### src/rtl/blk_ld_pkg.sv
package blk_ld_pkg;
    typedef enum logic [1:0] {
        LD_IDLE  = 2'd0,
        LD_ISSUE = 2'd1,
        LD_FLUSH = 2'd2
    } ld_state_e;
endpackage

### src/rtl/blk_ld_agen.sv
// Walks the block's word addresses: column group fastest, then module row.
module blk_ld_agen #(
    parameter int ROWS     = 2,
    parameter int COLS     = 4,
    parameter int LANES    = 2,
    parameter int IMG_COLS = 16,
    parameter int AW       = 7,
    parameter int KW       = 1,
    parameter int LW       = 1
) (
    input  logic          clk,
    input  logic          rst_n,
    input  logic          clear,
    input  logic          step,
    input  logic [AW-1:0] base,
    output logic [AW-1:0] addr,
    output logic [KW-1:0] k_idx,
    output logic [LW-1:0] l_idx,
    output logic          last
);
    localparam int GROUPS = COLS / LANES;
    localparam logic [KW-1:0] K_END = KW'(ROWS - 1);
    localparam logic [LW-1:0] L_END = LW'(GROUPS - 1);

    logic [AW-1:0] row_base_q;
    logic [KW-1:0] k_q;
    logic [LW-1:0] l_q;

    always_ff @(posedge clk) begin
        if (!rst_n) begin
            row_base_q <= '0;
            k_q        <= '0;
            l_q        <= '0;
        end else if (clear) begin
            row_base_q <= base;
            k_q        <= '0;
            l_q        <= '0;
        end else if (step) begin
            if (l_q == L_END) begin
                l_q        <= '0;
                k_q        <= k_q + 1'b1;
                row_base_q <= row_base_q + AW'(IMG_COLS);
            end else begin
                l_q <= l_q + 1'b1;
            end
        end
    end

    assign addr  = row_base_q + AW'(l_q) * AW'(LANES);
    assign k_idx = k_q;
    assign l_idx = l_q;
    assign last  = (k_q == K_END) && (l_q == L_END);
endmodule

### src/rtl/blk_ld_steer.sv
// Delays the module selection by the main-memory read latency and decodes it.
module blk_ld_steer #(
    parameter int ROWS  = 2,
    parameter int COLS  = 4,
    parameter int LANES = 2,
    parameter int KW    = 1,
    parameter int LW    = 1
) (
    input  logic            clk,
    input  logic            rst_n,
    input  logic            fire,
    input  logic [KW-1:0]   k_idx,
    input  logic [LW-1:0]   l_idx,
    output logic [ROWS-1:0] we_row,
    output logic [COLS-1:0] we_col
);
    logic          v_q;
    logic [KW-1:0] k_q;
    logic [LW-1:0] l_q;

    always_ff @(posedge clk) begin
        if (!rst_n) begin
            v_q <= 1'b0;
            k_q <= '0;
            l_q <= '0;
        end else begin
            v_q <= fire;
            k_q <= k_idx;
            l_q <= l_idx;
        end
    end

    for (genvar p = 0; p < ROWS; p++) begin : g_row
        assign we_row[p] = v_q && (k_q == KW'(p));
    end

    for (genvar q = 0; q < COLS; q++) begin : g_col
        assign we_col[q] = v_q && (l_q == LW'(q / LANES));
    end
endmodule

### src/rtl/blk_loader.sv
module blk_loader #(
    parameter int ROWS     = 2,
    parameter int COLS     = 4,
    parameter int LANES    = 2,
    parameter int IMG_ROWS = 8,
    parameter int IMG_COLS = 16,
    parameter int PIX_W    = 8,
    localparam int RW  = $clog2(IMG_ROWS),
    localparam int CW  = $clog2(IMG_COLS),
    localparam int AW  = $clog2(IMG_ROWS * IMG_COLS),
    localparam int LAW = $clog2((IMG_ROWS / ROWS) * (IMG_COLS / COLS)),
    localparam int DW  = LANES * PIX_W
) (
    input  logic            clk,
    input  logic            rst_n,
    input  logic            start,
    input  logic [RW-1:0]   org_row,
    input  logic [CW-1:0]   org_col,
    output logic            busy,
    output logic            done,
    output logic            align_err,
    output logic [AW-1:0]   mem_addr,
    output logic            mem_rd,
    input  logic [DW-1:0]   mem_rdata,
    output logic [ROWS-1:0] mod_we_row,
    output logic [COLS-1:0] mod_we_col,
    output logic [LAW-1:0]  mod_addr,
    output logic [DW-1:0]   mod_wdata
);
    import blk_ld_pkg::*;

    localparam int KW = (ROWS > 1) ? $clog2(ROWS) : 1;
    localparam int LW = ((COLS / LANES) > 1) ? $clog2(COLS / LANES) : 1;

    ld_state_e      state_q, state_d;
    logic           aligned, accept, reject, last;
    logic           done_q, err_q;
    logic [LAW-1:0] laddr_q;
    logic [AW-1:0]  base;
    logic [KW-1:0]  k_idx;
    logic [LW-1:0]  l_idx;

    assign aligned = ((org_row % ROWS) == 0) && ((org_col % COLS) == 0);
    assign accept  = start && (state_q == LD_IDLE) && aligned;
    assign reject  = start && (state_q == LD_IDLE) && !aligned;
    assign base    = AW'(org_row) * AW'(IMG_COLS) + AW'(org_col);

    always_comb begin
        state_d = state_q;
        unique case (state_q)
            LD_IDLE:  if (accept) state_d = LD_ISSUE;
            LD_ISSUE: if (last)   state_d = LD_FLUSH;
            LD_FLUSH: state_d = LD_IDLE;
            default:  state_d = LD_IDLE;
        endcase
    end

    always_ff @(posedge clk) begin
        if (!rst_n) begin
            state_q <= LD_IDLE;
            done_q  <= 1'b0;
            err_q   <= 1'b0;
            laddr_q <= '0;
        end else begin
            state_q <= state_d;
            done_q  <= (state_q == LD_FLUSH);
            err_q   <= reject;
            if (accept)
                laddr_q <= LAW'((org_row / ROWS) * (IMG_COLS / COLS) + (org_col / COLS));
        end
    end

    always_comb begin
        busy      = (state_q != LD_IDLE);
        mem_rd    = (state_q == LD_ISSUE);
        done      = done_q;
        align_err = err_q;
        mod_addr  = laddr_q;
        mod_wdata = mem_rdata;
    end

    blk_ld_agen #(
        .ROWS(ROWS), .COLS(COLS), .LANES(LANES), .IMG_COLS(IMG_COLS),
        .AW(AW), .KW(KW), .LW(LW)
    ) u_agen (
        .clk(clk), .rst_n(rst_n), .clear(accept), .step(mem_rd), .base(base),
        .addr(mem_addr), .k_idx(k_idx), .l_idx(l_idx), .last(last)
    );

    blk_ld_steer #(
        .ROWS(ROWS), .COLS(COLS), .LANES(LANES), .KW(KW), .LW(LW)
    ) u_steer (
        .clk(clk), .rst_n(rst_n), .fire(mem_rd), .k_idx(k_idx), .l_idx(l_idx),
        .we_row(mod_we_row), .we_col(mod_we_col)
    );


    read_then_write_chk: assert property (@(posedge clk) disable iff (!rst_n)
        mem_rd |=> (|mod_we_row));

    one_row_chk: assert property (@(posedge clk) disable iff (!rst_n)
        $onehot0(mod_we_row));

    lane_group_chk: assert property (@(posedge clk) disable iff (!rst_n)
        (|mod_we_col) |-> ($countones(mod_we_col) == LANES) && (|mod_we_row));

    reject_quiet_chk: assert property (@(posedge clk) disable iff (!rst_n)
        align_err |-> !busy && !mem_rd && !(|mod_we_row));

    done_after_flush_chk: assert property (@(posedge clk) disable iff (!rst_n)
        done |-> !busy && $past(busy));

    laddr_hold_chk: assert property (@(posedge clk) disable iff (!rst_n)
        (busy && $past(busy)) |-> $stable(mod_addr));
endmodule

### config.mk
export PLATFORM = sky130hd
export DESIGN_NAME = blk_loader
export DESIGN_NICKNAME = d
export VERILOG_FILES = /design/src/rtl/blk_ld_pkg.sv /design/src/rtl/blk_ld_agen.sv /design/src/rtl/blk_ld_steer.sv /design/src/rtl/blk_loader.sv
export SDC_FILE = /design/constraint.sdc
export NUM_CORES = 1
export LEC_CHECK = 0
export ABC_AREA = 1
export CAP_MARGIN = 30
export CORE_ASPECT_RATIO = 0.75
export CORE_UTILIZATION = 36
export CTS_CLUSTER_SIZE = 40
export DETAILED_ROUTE_END_ITERATION = 10
export PLACE_DENSITY = 0.81
export SLEW_MARGIN = 10
export SYNTH_ARGS = -nofsm -noshare
export SYNTH_HDL_FRONTEND = slang
export SYNTH_SLANG_ARGS = --single-unit
export TNS_END_PERCENT = 100
### constraint.sdc
create_clock -name clk -period 1.5 [get_ports clk]
set_input_delay 0.225 -clock clk [delete_from_list [all_inputs] [get_ports clk]]
set_output_delay 0.225 -clock clk [all_outputs]
set_load 0.01 [all_outputs]
==> key figures <==
Floorplanning
  – Die Wd: 63.42 µm
  – FP Rows: 16
  – Die ar.: 3048 µm²
  – Total core area: 2643 µm²
  – Chip height: 48.07 µm
  – Initial Util: 38.54%
  – Io pins: 63

Clock tree
  – CTS root buf: clkbuf_8
  – Cts bufs inserted: 3
  – Clk Latency, worst-skew pair: 260 ps
  – Setup Buffers After CTS: 0
  – TritonCTS clock tree: built
  – Clk pin slew, worst setup/hold paths: 70 ps
  – Clock buffer depth: 2
  – Cts hold-fix bufs: 0
  – Clock sink count: 20
  – H-Tree Depth: 1

Power and ir drop
  – Peak VDD IR: 782.4 µV
  – Seq pwr share: 46.1%
  – Comb pwr share: 9.0%
  – Switching power total: 0.0002364 W
  – Pint: 0.0009528 W
  – Pwr Total: 0.001189 W
  – Leakage: 0.6997 nW
  – P per Cell Area: 887.5 nW/µm²
  – Sw frac: 19.88%
  – Clk network pwr share: 44.9%

Placement
  – GPL Wtd Cong: 0.7761
  – HPWL Detailed: 1474 µm
  – I/O Buffers: 30
  – Placed Area: 1250 µm²

Yosys
  – Post-Synth XOR/XNOR Area: 3.440%
  – EDFF count, synth: 0
  – Async S/R FF share, synth: 0%
  – YS warnings: 0
  – Seq/Total Area, Yosys: 39.31%
  – Syn Area/Cell: 7.544 µm²
  – Synth unique cells: 22
  – Leading area contributor after synthesis: dfxtp_1
  – Mux cell area share after synthesis: 0%
  – Synthesized netlist cell count: 135
  – Synth Area in Simple Gates: 29.36%
  – Largest family of logic cells by synthesized area: simple AND/OR/NAND/NOR gates
  – Net count after synthesis: 164
  – Adder-Cell Fraction of Synth Area: 3.686%
  – Synthesis-stage register bit count: 20
  – Synth top area cells: dfxtp_1 (39%), buf_4 (14%), nand2_1 (8.8%)
  – Top_reg_cell synth: dfxtp_1
  – Yosys top cell area share: 39.31%
  – Cell area after synthesis: 1018 µm²
  – Synth top cells by count: nand2_1 (24), dfxtp_1 (20), buf_4 (19)
  – Most frequent cell after synthesis: nand2_1
  – Compound-cell area share of the yosys netlist: 1.966%

Timing
  – Setup violators final: 0
  – Worst Max-Slew Pin Slew: 200.8 ps
  – Crit path time final: 1475 ps
  – Slew HR: 86.54%
  – Final hold vios: 0
  – Tcrit/Tclk final: 98.33%
  – Final Skew: 5.799 ps
  – RSZ-0062 raised after global routing: true
  – Fin. max-slew vios: 0
  – Fmax: 678.0 MHz

GRT
  – Global Route Usage Sum: 14.31%
  – GRT overflow: 0
  – Vias in the first global route: 800
  – Global-route wire length before repair: 3284 µm
  – Initial antenna violation count: 0
  – Largest net degree at the start of global routing: 15

Setup path
  – Critical Path AT: 1250 ps
  – CP Launch Type: flop
  – R2r endpoint: u_agen.row_base_q[6]$_SDFFE_PN0P_
  – RR Startpoint: state_q[0]$_SDFFE_PN0P_
  – R2r setup slk: 390 ps
  – Setup crit end kind: output port
  – Worst path required time: 1270 ps
  – Worst Setup Path Type: reg2out
  – R2R cell count: 7
  – Crit-path max FO: 2

Route
  – Top Layer Used: met4
  – Drt wl/cell: 10.35 µm
  – DR vias: 825
  – Met1 WL: 845 µm
  – Met3 WL: 132 µm
  – Final WL: 1967 µm
  – Post-route ant nets: 0
  – DRC: 0
  – Met2 routed WL: 965 µm
  – DR vias/cell: 4.342
  – Initial DRC count: 22
  – First-pass DRT Iterations: 4

Hold path
  – Worst min path class: reg2reg
  – Hold EP: u_agen.row_base_q[0]$_SDFFE_PN0P_
  – Hold path depth: 2
  – Hold path start: u_agen.row_base_q[0]$_SDFFE_PN0P_

Layout
  – Finished layout cell area: 1340 µm²
  – FILL cells: 259
  – Number of diodes: 0
  – Fin nets: 184
  – Layout area overhead: 31.57%
  – Share of layout cells above drive strength 1: 22.08%

Status
  – Status: complete, no violations

Run
  – Number of max-cap violations: 0
## sequential cells by signal, summed over array words and instances, names as in the netlist
name / cells
u_agen.k_idx: 1
done: 1
u_agen.row_base_q: 7
u_steer.l_q: 1
state_q: 2
u_steer.v_q: 1
u_steer.k_q: 1
mod_addr: 4
u_agen.l_idx: 1
align_err: 1
## worst max-delay path: stages, from the launching register on
cell and delay, ps:
dfxtp_2 340, ha_4 170, ha_4 160, xor2_1 170, buf_2 160
## routing by layer
metal  track usage (%)  vias to the layer above
li1                  -                      434
met1             14.73                      360
met2             27.02                       26
met3             6.190                        5
met4             5.455                        0
met5                 0                        -
## per-stage QoR
step	hold slack (ps)	setup WS (ps)	utilization [%]	cells	setup TNS (ps)
3_3_place_gp	418.6	-178.5	47.30	186	-476.0
6_report	431.4	25.08	50.71	190	0
5_1_grt	450.0	-34.55	50.71	190	-77.49
4_1_cts	437.4	-6.636	50.33	190	-6.636
3_5_place_dp	425.4	-221.3	47.30	186	-621.7
2_1_floorplan	341.4	221.4	-	135	0
## worst max path at each step
stage	startpoint	endpoint	slack, ps
after floorplan	u_agen.l_idx$_SDFFE_PP0P_	mem_addr[5]	220
after global placement	u_agen.l_idx$_SDFFE_PP0P_	mem_addr[5]	-180
after detailed placement	u_agen.l_idx$_SDFFE_PP0P_	mem_addr[5]	-220
after CTS	u_agen.l_idx$_SDFFE_PP0P_	mem_addr[5]	-7
after global routing	u_agen.row_base_q[1]$_SDFFE_PN0P_	mem_addr[5]	-30
final	u_agen.l_idx$_SDFFE_PP0P_	mem_addr[3]	30
## power groups by stage
stage	clock [W]	sequential, W	combinational, W
6_report	0.000534	0.000548	0.000107
5_1_grt	0.000562	0.000549	0.000118
4_1_cts	0.000541	0.000548	0.000108
3_5_place_dp	0	0.000559	0.000112
3_3_place_gp	0	0.000559	0.000110
2_1_floorplan	0	0.000561	0.0000912
## layout make-up
| type | count | area, µm² | share of cell area [%] |
|---|---|---|---|
| clock buffer | 3 | 41.29 | 3.081 |
| clock inverter | 1 | 30.03 | 2.241 |
| inverter | 18 | 67.56 | 5.042 |
| multi-input combinational | 76 | 434.2 | 32.40 |
| sequential | 20 | 404.1 | 30.16 |
| tap | 36 | 45.04 | 3.361 |
| timing repair buffer | 36 | 317.8 | 23.72 |
## repair_timing
action / 4_1_cts / 5_1_grt
resized for setup: 36 / 3
pin swaps: 0 / 4
endpoints found under the hold margin: 0 / 0
endpoints found under the setup margin: 11 / 5
## kinds of logic after synthesis
| family | count (synthesis) |
|---|---|
| flops | 20 |
| xor+xnor | 4 |
| fa+ha+maj | 3 |
| simple gates | 65 |
| compound gates | 4 |
| buf+inv | 39 |
## placed cells by master, fill, tap and decap left out, types with 4 or more instances in the layout
cell type / synthesis / final
nand3_1: 14 / 12
buf_2: 1 / 5
nor2_1: 16 / 16
clkdlybuf4s50_1: 0 / 17
dfxtp_1: 20 / 17
inv_2: 4 / 4
buf_4: 19 / 6
inv_1: 14 / 14
nand2_1: 24 / 24
dlygate4sd2_1: 0 / 6
(Power assumes the default switching activity.)
